**src/rtl/rdu_pkg.sv**
```systemverilog
package rdu_pkg;
  localparam int LANES     = 14;
  localparam int BIT_TIMES = 12;
  localparam int FRAME_W   = LANES * BIT_TIMES;
  localparam int PAY_W     = 144;
  localparam int CRC_W     = 16;
  localparam int HDR_W     = 8;
  localparam logic [CRC_W-1:0] CRC_POLY = 16'h1021;

  typedef enum logic [1:0] {
    FT_IDLE = 2'b00,
    FT_HEAD = 2'b01,
    FT_BODY = 2'b10
  } frame_type_e;

  typedef struct packed {
    logic             first;
    logic [PAY_W-1:0] data;
  } beat_t;

  // Bit-serial CRC, MSB of the payload first, zero seed.
  function automatic logic [CRC_W-1:0] crc_payload(input logic [PAY_W-1:0] d);
    logic [CRC_W-1:0] c;
    logic             fb;
    c = '0;
    for (int i = PAY_W - 1; i >= 0; i--) begin
      fb = c[CRC_W-1] ^ d[i];
      c  = {c[CRC_W-2:0], 1'b0};
      if (fb) c = c ^ CRC_POLY;
    end
    return c;
  endfunction

  function automatic logic [FRAME_W-1:0] pack_frame(input frame_type_e ft,
                                                    input logic [1:0] sq,
                                                    input logic [PAY_W-1:0] d);
    logic [HDR_W-1:0] hdr;
    hdr = {ft, sq, {(HDR_W-4){1'b0}}};
    return {hdr, d, crc_payload(d)};
  endfunction

  // Bit a lane sends at a given bit time: its slice, MSB first.
  function automatic logic lane_bit(input logic [FRAME_W-1:0] f,
                                    input int lane, input int t);
    return f[lane * BIT_TIMES + BIT_TIMES - 1 - t];
  endfunction
endpackage

```
**src/rtl/rdu_beat_fifo.sv**
```systemverilog
module rdu_beat_fifo
  import rdu_pkg::*;
#(
  parameter int DEPTH = 2
) (
  input  logic  clk,
  input  logic  rst_n,
  input  logic  push,
  input  beat_t push_beat,
  input  logic  pop,
  output beat_t head,
  output logic  not_empty,
  output logic  ovf_evt
);
  localparam int PW = (DEPTH > 1) ? $clog2(DEPTH) : 1;
  localparam int CW = $clog2(DEPTH + 1);
  localparam logic [CW-1:0] FULL_CNT = CW'(DEPTH);
  localparam logic [PW-1:0] LAST_PTR = PW'(DEPTH - 1);

  beat_t          mem [DEPTH];
  logic [PW-1:0]  rd_ptr, wr_ptr;
  logic [CW-1:0]  count_q;
  logic           full, do_push, do_pop;

  assign full      = (count_q == FULL_CNT);
  assign not_empty = (count_q != '0);
  assign do_pop    = pop && not_empty;
  assign do_push   = push && (!full || do_pop);
  assign ovf_evt   = push && full && !do_pop;
  assign head      = mem[rd_ptr];

  always_ff @(posedge clk) begin
    if (!rst_n) begin
      rd_ptr  <= '0;
      wr_ptr  <= '0;
      count_q <= '0;
    end else begin
      if (do_push) begin
        mem[wr_ptr] <= push_beat;
        wr_ptr      <= (wr_ptr == LAST_PTR) ? '0 : wr_ptr + 1'b1;
      end
      if (do_pop) rd_ptr <= (rd_ptr == LAST_PTR) ? '0 : rd_ptr + 1'b1;
      if (do_push && !do_pop)      count_q <= count_q + 1'b1;
      else if (do_pop && !do_push) count_q <= count_q - 1'b1;
    end
  end


  level_bound_chk: assert property (@(posedge clk) disable iff (!rst_n)
    count_q <= FULL_CNT);

  drop_keeps_level_chk: assert property (@(posedge clk) disable iff (!rst_n)
    ovf_evt |=> count_q == FULL_CNT);
endmodule

```
**src/rtl/rdu_frame_loader.sv**
```systemverilog
module rdu_frame_loader
  import rdu_pkg::*;
(
  input  logic               clk,
  input  logic               rst_n,
  input  logic               load,
  input  logic               have_beat,
  input  beat_t              head,
  output logic               pop,
  output logic [FRAME_W-1:0] frame_q
);
  logic [1:0]  seq_q, seq_use;
  frame_type_e ft;

  assign pop     = load && have_beat;
  assign seq_use = head.first ? 2'd0 : seq_q;
  assign ft      = head.first ? FT_HEAD : FT_BODY;

  always_ff @(posedge clk) begin
    if (!rst_n) begin
      frame_q <= '0;
      seq_q   <= '0;
    end else if (load) begin
      if (have_beat) begin
        frame_q <= pack_frame(ft, seq_use, head.data);
        seq_q   <= seq_use + 2'd1;
      end else begin
        frame_q <= '0;
      end
    end
  end


  idle_load_chk: assert property (@(posedge clk) disable iff (!rst_n)
    (load && !have_beat) |=> frame_q == '0);

  seq_head_chk: assert property (@(posedge clk) disable iff (!rst_n)
    (pop && head.first) |=> frame_q[FRAME_W-1 -: 4] == {FT_HEAD, 2'b00});
endmodule

```
**src/rtl/rdu_lane_serializer.sv**
```systemverilog
module rdu_lane_serializer
  import rdu_pkg::*;
(
  input  logic               clk,
  input  logic               rst_n,
  input  logic [FRAME_W-1:0] frame_q,
  output logic [LANES-1:0]   lane_bits,
  output logic               at_last,
  output logic               frm_start
);
  localparam int CW = $clog2(BIT_TIMES);
  localparam logic [CW-1:0] LAST_T = CW'(BIT_TIMES - 1);

  logic [CW-1:0] bit_cnt;

  assign at_last   = (bit_cnt == LAST_T);
  assign frm_start = (bit_cnt == '0);

  always_ff @(posedge clk) begin
    if (!rst_n)       bit_cnt <= '0;
    else if (at_last) bit_cnt <= '0;
    else              bit_cnt <= bit_cnt + 1'b1;
  end

  for (genvar l = 0; l < LANES; l++) begin : g_lane
    assign lane_bits[l] = lane_bit(frame_q, l, int'(bit_cnt));
  end


  cnt_step_chk: assert property (@(posedge clk) disable iff (!rst_n)
    !at_last |=> bit_cnt == $past(bit_cnt) + 1'b1);

  wrap_start_chk: assert property (@(posedge clk) disable iff (!rst_n)
    at_last |=> frm_start);
endmodule

```
**src/rtl/rd_upstream_framer.sv**
```systemverilog
module rd_upstream_framer
  import rdu_pkg::*;
#(
  parameter int QDEPTH = 2
) (
  input  logic             clk,
  input  logic             rst_n,
  input  logic             beat_vld,
  input  logic             beat_first,
  input  logic [143:0]     beat_data,
  output logic [13:0]      lane_bits,
  output logic             frm_start,
  output logic             frm_idle,
  output logic             ovf_err
);
  beat_t              in_beat, head;
  logic               not_empty, ovf_evt, pop, at_last;
  logic [FRAME_W-1:0] frame_q;
  logic               err_q;

  assign in_beat = '{first: beat_first, data: beat_data};

  rdu_beat_fifo #(.DEPTH(QDEPTH)) u_fifo (
    .clk, .rst_n,
    .push(beat_vld), .push_beat(in_beat), .pop(pop),
    .head(head), .not_empty(not_empty), .ovf_evt(ovf_evt)
  );

  rdu_frame_loader u_load (
    .clk, .rst_n,
    .load(at_last), .have_beat(not_empty), .head(head),
    .pop(pop), .frame_q(frame_q)
  );

  rdu_lane_serializer u_ser (
    .clk, .rst_n,
    .frame_q(frame_q), .lane_bits(lane_bits),
    .at_last(at_last), .frm_start(frm_start)
  );

  always_ff @(posedge clk) begin
    if (!rst_n)       err_q <= 1'b0;
    else if (ovf_evt) err_q <= 1'b1;
  end

  assign ovf_err  = err_q;
  assign frm_idle = (frame_q[FRAME_W-1 -: 2] == FT_IDLE);


  err_sticky_chk: assert property (@(posedge clk) disable iff (!rst_n)
    ovf_err |=> ovf_err);

  ovf_sets_err_chk: assert property (@(posedge clk) disable iff (!rst_n)
    ovf_evt |=> ovf_err);

  idle_lanes_chk: assert property (@(posedge clk) disable iff (!rst_n)
    frm_idle |-> lane_bits == '0);

  pop_at_boundary_chk: assert property (@(posedge clk) disable iff (!rst_n)
    pop |=> frm_start);
endmodule

```
**config.mk**
```make
export PLATFORM = sky130hd
export DESIGN_NAME = rd_upstream_framer
export DESIGN_NICKNAME = d
export VERILOG_FILES = /design/src/rtl/rdu_pkg.sv /design/src/rtl/rdu_beat_fifo.sv /design/src/rtl/rdu_frame_loader.sv /design/src/rtl/rdu_lane_serializer.sv /design/src/rtl/rd_upstream_framer.sv
export SDC_FILE = /design/constraint.sdc
export NUM_CORES = 1
export LEC_CHECK = 0
export BUFFER_PORTS_ARGS = -buffer_cell sky130_fd_sc_hd__buf_2
export CORE_MARGIN = 5
export CORE_UTILIZATION = 45
export CTS_BUF_LIST = sky130_fd_sc_hd__clkbuf_16
export DETAILED_ROUTE_END_ITERATION = 10
export PLACE_DENSITY_LB_ADDON = 0.3
export SYNTH_ARGS = -nofsm -noshare
export SYNTH_HDL_FRONTEND = slang
export SYNTH_SLANG_ARGS = --single-unit
```
**constraint.sdc**
```tcl
create_clock -name clk -period 11 [get_ports clk]
set_clock_uncertainty 0.1 [all_clocks]
set_input_delay 1.1 -clock clk [delete_from_list [all_inputs] [get_ports clk]]
set_output_delay 1.1 -clock clk [all_outputs]
set_load 0.02 [all_outputs]
```
==> flow_metrics.tcl, run 1 <==
set metrics [dict create \
    vias 13890 \
    die_x_um 244.9 \
    grt_pass1_vias 14270 \
    die_h_um 244.9 \
    cts_inserted_buffers 49 \
    synth_area_per_cell_um2 14.28 \
    hold_path_startpoint "u_load.frame_q[9]$_SDFFE_PN0P_" \
    cap_violations 0 \
    layout.nets 2040 \
    synthArstFlopShare_pct 0 \
    fp.coreArea_um2 54880 \
    vias_per_cell 5.280 \
    insertedDiodeCount 0 \
    clk_latency_ns 0.58 \
    hp-class "reg2reg" \
    post-route-period-util_pct 78.29 \
    synth_cell_types 45 \
    tns_ns 0 \
    antenna_found_initial 0 \
    grt_usage_pct 19.47 \
    crit_fanout 31 \
    synth_nets 1892 \
    portBuffers 164 \
    worst_path_most_repeated_cell "xnor3_2" \
    cp-end-kind "flip-flop" \
    start_util_pct 45.23 \
    relSlewSlack_pct 33.76 \
    syn_inst 1738 \
    crit_arrival_ns 9.00 \
    drv_slew 0 \
    antenna_left 0 \
    ctsHoldBuffers 0 \
    yosysTopAreaCellShare_pct 35.08 \
    clock.fmax_mhz 116.1 \
    outcome "finished, final reports clean" \
    start_kind "flip-flop" \
    timing_worst_setup_path_type "reg2reg" \
    synth_area_um2 24820 \
    post_cts_buffers 0 \
    yosysSeqAreaShare_pct 49.28 \
    clkTransAtPathRegs_ns 0.06 \
    reg2regPathDepth 19 \
    netlist_top_cells_area "edfxtp_1 (35%), dfxtp_1 (14%), xnor3_1 (11%)" \
    dieArea_um2 59960 \
    yosys-top-cells-count "edfxtp_1 (290), nand2_1 (223), xnor2_1 (212), dfxtp_1 (176), mux2i_1 (166)" \
    cts_tree "built" \
    synth_edf_count 290 \
    gr-total-overflow 0 \
    cpLargestDelayFamily "XOR/XNOR gates" \
    crit_chain "buf_4, mux2i_4, xor2_1, xor3_1, xor3_2, xnor2_1, xnor3_2, xnor3_2, xnor3_2, xnor3_2, xnor3_1, xor2_1, xnor3_1, xnor2_1, xnor3_2, xnor3_1, xnor2_2, xnor3_1, o21ai_1" \
    clock_sinks 466 \
    firstDrtPassIters 5 \
    crit_slowest_cell "dfxtp_4" \
    min_delay_path_depth 2 \
    crit_required_ns 11.39 \
    layout-drive-gt1-share_pct 19.93 \
    finalCriticalPeriod_ns 8.612 \
    grt_pass1_wl_mm 88.42 \
    drtIter0Drc 1039 \
    ys.warnings.count 0 \
    rows 86 \
    synth_area_leader_cell "edfxtp_1" \
    grt_max_degree 86 \
    final-hold-violation-count 0 \
    setup_viol 0 \
    wl_per_cell_um 22.44 \
    cts_root_buf "clkbuf_16" \
    ctsResizeCount 0 \
    place_hpwl_mm 43.57 \
    drt_wl_total_mm 59.05 \
    cts_buffer_depth 3 \
    worst_slew_pin_slew_ns 0.9936 \
    cts_max_level 2 \
    synthToLayoutAreaGrowth_pct 12.16 \
    globalplace.congestion 0.8785 \
    cpPeakStageDelay_ns 0.70 \
    cp.depth 19 \
    synth_flop_cell "edfxtp_1" \
    path_buf_inv 1 \
    pin_count 165 \
    synth.most_common_cell "edfxtp_1" \
    drc 0 \
    rsz0062_at_grt "false" \
    ys_ff_latch 466 \
]
-- layout by cell type, fill, tap and decap left out, drive strengths merged, types with 29 or more instances in the layout --
cell type and count:
edfxtp 290, xnor2 239, nand2 223, buf 181
dfxtp 176, mux2i 172, o21ai 164, xnor3 135
xor2 100, mux4 54, clkbuf 51, inv 29
-- cells by family (layout without fill, tap and decap cells) --
family | count (synthesis) | count (layout) | synth area share (%)
adders and majority gates | 6 | 6 | 0.3024
xor gates and xnor gates | 502 | 502 | 28.56
DFF | 466 | 466 | 49.28
muxes | 230 | 230 | 12.21
AOI/OAI and AO/OA | 182 | 182 | 3.811
buffers and inverters | 90 | 279 | 1.653
and+or+nand+nor | 262 | 262 | 4.179
-- flip-flops by register name, summed over array words and instances, names as in the netlist, named ones only --
register / count
u_fifo.count_q: 2
u_fifo.rd_ptr: 1
ovf_err: 1
u_load.frame_q: 164
u_load.seq_q: 2
u_ser.bit_cnt: 4
u_fifo.wr_ptr: 1
u_fifo.mem: 290
-- metrics by stage --
stage | instances | util, % | instance area, um2 | setup WS (ns) | hold WS [ns]
6_report | 2631 | 50.73 | 27840 | 2.388 | 0.3439
5_1_grt | 2631 | 50.73 | 27840 | 2.002 | 0.3670
3_5_place_dp | 2539 | 47.91 | 26290 | 2.433 | 0.3367
2_1_floorplan | 1738 | - | 24820 | 2.568 | 0.3198
4_1_cts | 2631 | 50.73 | 27840 | 2.394 | 0.3455
3_3_place_gp | 2539 | 47.91 | 26290 | 2.529 | 0.3276
-- routing by layer --
layer  up-vias  wire (um)  track usage (%)
met1      6945      26190            27.19
met5         -        231            2.778
met2       372      27850            31.47
met3        85       3353            3.473
li1       6486          -                -
met4         4       1430            5.248
-- tightest hold or removal path, stage by stage, from the launching register on --
cell and delay, ns:
dfxtp_1 0.31, nand2_1 0.05, o21ai_1 0.05
-- final timing paths --
check | endpoint | slack, ns
hold reg to reg | u_load.frame_q[9]$_SDFFE_PN0P_ | 0.34
setup reg to reg | u_load.frame_q[14]$_SDFFE_PN0P_ | 2.39
setup / recovery | u_load.frame_q[14]$_SDFFE_PN0P_ | 2.39
hold / removal | u_load.frame_q[9]$_SDFFE_PN0P_ | 0.34
-- cell type report --
cell class	instances	area [um2]
clock buffer	51	1276
clock inverter	41	271.5
fill	4665	27040
inverter	6	22.52
multi-input combinational	1182	12200
sequential	466	12240
tap	704	880.8
timing repair buffer	181	948.4
Power of run 1 is not shown: default switching activity piles up to over one toggle a cycle in this logic, so the estimate is an artifact.
==> run 2: changes to the inputs <==
- clock period: 11 -> 8.1 ns (I/O delays scaled with it)
==> run 2 against run 1 <==
Cell count increased by 3.4%. Flip-flop and latch count unchanged. Global-route usage increased by 0.44 points. Hold slack worse by 0.048 ns. Routed wire length rose by 2.5%. Largest cell class is now multi-input gates. Highest routed layer unchanged.
==> flow_metrics.tcl, run 2 (same netlist as run 1, synthesis figures left out) <==
set metrics [dict create \
    drtIter0Drc 1006 \
    layout-drive-gt1-share_pct 25.11 \
    drc 0 \
    largest_reg_flops 290 \
    fp.coreArea_um2 54880 \
    firstDrtPassIters 5 \
    outcome "finished, final reports clean" \
    post-route-period-util_pct 97.67 \
    cts_max_level 2 \
    ctsHoldBuffers 0 \
    cap_violations 0 \
    place_hpwl_mm 44.50 \
    final-hold-violation-count 0 \
    crit_arrival_ns 8.25 \
    start_kind "flip-flop" \
    wl_per_cell_um 22.26 \
    start_util_pct 45.23 \
    drv_slew 0 \
    layout.nets 2128 \
    portBuffers 164 \
    cts_inserted_buffers 51 \
    cp-end-kind "flip-flop" \
    multi_input_area_um2 12360 \
    grt_usage_pct 19.91 \
    fillers 4665 \
    antenna_found_initial 5 \
    seqCellArea_um2 12240 \
    clkTransAtPathRegs_ns 0.06 \
    grt_pass1_wl_mm 90.67 \
    setup_viol 0 \
    cts_tree "built" \
    grt_max_degree 89 \
    top_regs "u_fifo.mem (290), u_load.frame_q (164), u_ser.bit_cnt (4)" \
    worst_slew_pin_slew_ns 0.9520 \
    vias 14340 \
    clock.fmax_mhz 126.4 \
    cts_buffer_depth 3 \
    crit_required_ns 8.44 \
    die_h_um 244.9 \
    final_common_cell "edfxtp_1" \
    clk_latency_ns 0.60 \
    relSlewSlack_pct 36.53 \
    grt_pass1_vias 14740 \
    hp-class "in2reg" \
    rows 86 \
    gr-total-overflow 0 \
    worst_hold_slack_ns 0.2963 \
    crit_fanout 6 \
    vias_per_cell 5.271 \
    finalCriticalPeriod_ns 7.911 \
    die_x_um 244.9 \
    pin_count 165 \
    mostFrequentLayoutCells "edfxtp_1 (290), nand2_1 (222), xnor2_1 (201)" \
    antenna_left 0 \
    clock_sinks 466 \
    dieArea_um2 59960 \
    timing_worst_setup_path_type "reg2reg" \
    globalplace.congestion 0.8891 \
    reg2reg_slack_ns 0.19 \
    cts_root_buf "clkbuf_16" \
    synthToLayoutAreaGrowth_pct 15.73 \
    drt_wl_total_mm 60.54 \
    top_register "u_fifo.mem" \
]
run 2: changes by cell type in the layout (fill, tap and decap cells not counted), sizes merged:
cell | previous run | this run
clkbuf | 51 | 52
buf | 181 | 267
clkinv | 13 | 16
inv | 29 | 27
diode | 0 | 1
run 2: worst paths after layout:
path | startpoint | to | cells after the start
worst max-delay path | u_fifo.mem[1][142]$_DFFE_PP_ | u_load.frame_q[9]$_SDFFE_PN0P_ | 21
worst min-delay path | beat_data[118] | u_fifo.mem[0][118]$_DFFE_PP_ | 1
worst max register to register | u_fifo.mem[1][142]$_DFFE_PP_ | u_load.frame_q[9]$_SDFFE_PN0P_ | 21
worst min register to register | u_load.frame_q[15]$_SDFFE_PN0P_ | u_load.frame_q[15]$_SDFFE_PN0P_ | 2
run 2: metal layers:
| layer | track usage [%] | up-vias | part of all wire [%] |
|---|---|---|---|
| li1 | - | 6667 | - |
| met1 | 27.23 | 7165 | 44 |
| met2 | 32.74 | 412 | 48 |
| met3 | 4.747 | 85 | 6.5 |
| met4 | 4.389 | 8 | 2.1 |
| met5 | 0 | - | 0.091 |
run 2: layout make-up:
class	instances	share of cell area [%]
Multi-Input combinational cell	1182	43.03
Sequential cell	466	42.60
Timing Repair Buffer	267	5.679
Clock buffer	52	4.530
Tap cell	704	3.066
Clock inverter	42	1.010
Inverter	6	0.07840
Antenna cell	1	0.008711
run 2: what timing repair did:
item | 4_1_cts | 5_1_grt
setup endpoints to repair | 0 | 14
setup buffers | 0 | 28
gates resized for setup | 0 | 31
run 2: critical path, cell delays in order (launching register included):
cell and delay [ns]:
edfxtp_1 0.51, xor3_2 0.57, xnor3_1 0.35, mux2i_1 0.39, xnor2_1 0.21, xnor3_2 0.35
xor2_2 0.34, xnor3_1 0.49, xnor3_2 0.47, xor3_1 0.44, xnor2_1 0.20, xnor2_1 0.36
xnor3_1 0.46, xnor3_1 0.44, xnor3_1 0.46, xnor3_1 0.43, xor2_1 0.18, buf_4 0.16
xnor2_2 0.29, xor2_1 0.29, xnor2_1 0.18, o21ai_1 0.08
run 2: metrics by stage:
stage	util, %	area (um2)	TNS [ns]	setup slack, ns	std cells
after floorplan	-	24830	0	0.5610	1738
after global placement	48.75	26750	0	0.1454	2597
after detailed placement	48.75	26750	0	0.07365	2597
after CTS	51.65	28340	0	0.004982	2691
after global routing	52.35	28730	-0.005157	-0.005157	2720
final	52.35	28730	0	0.1888	2720
Power of run 2 is left out for the same reason.
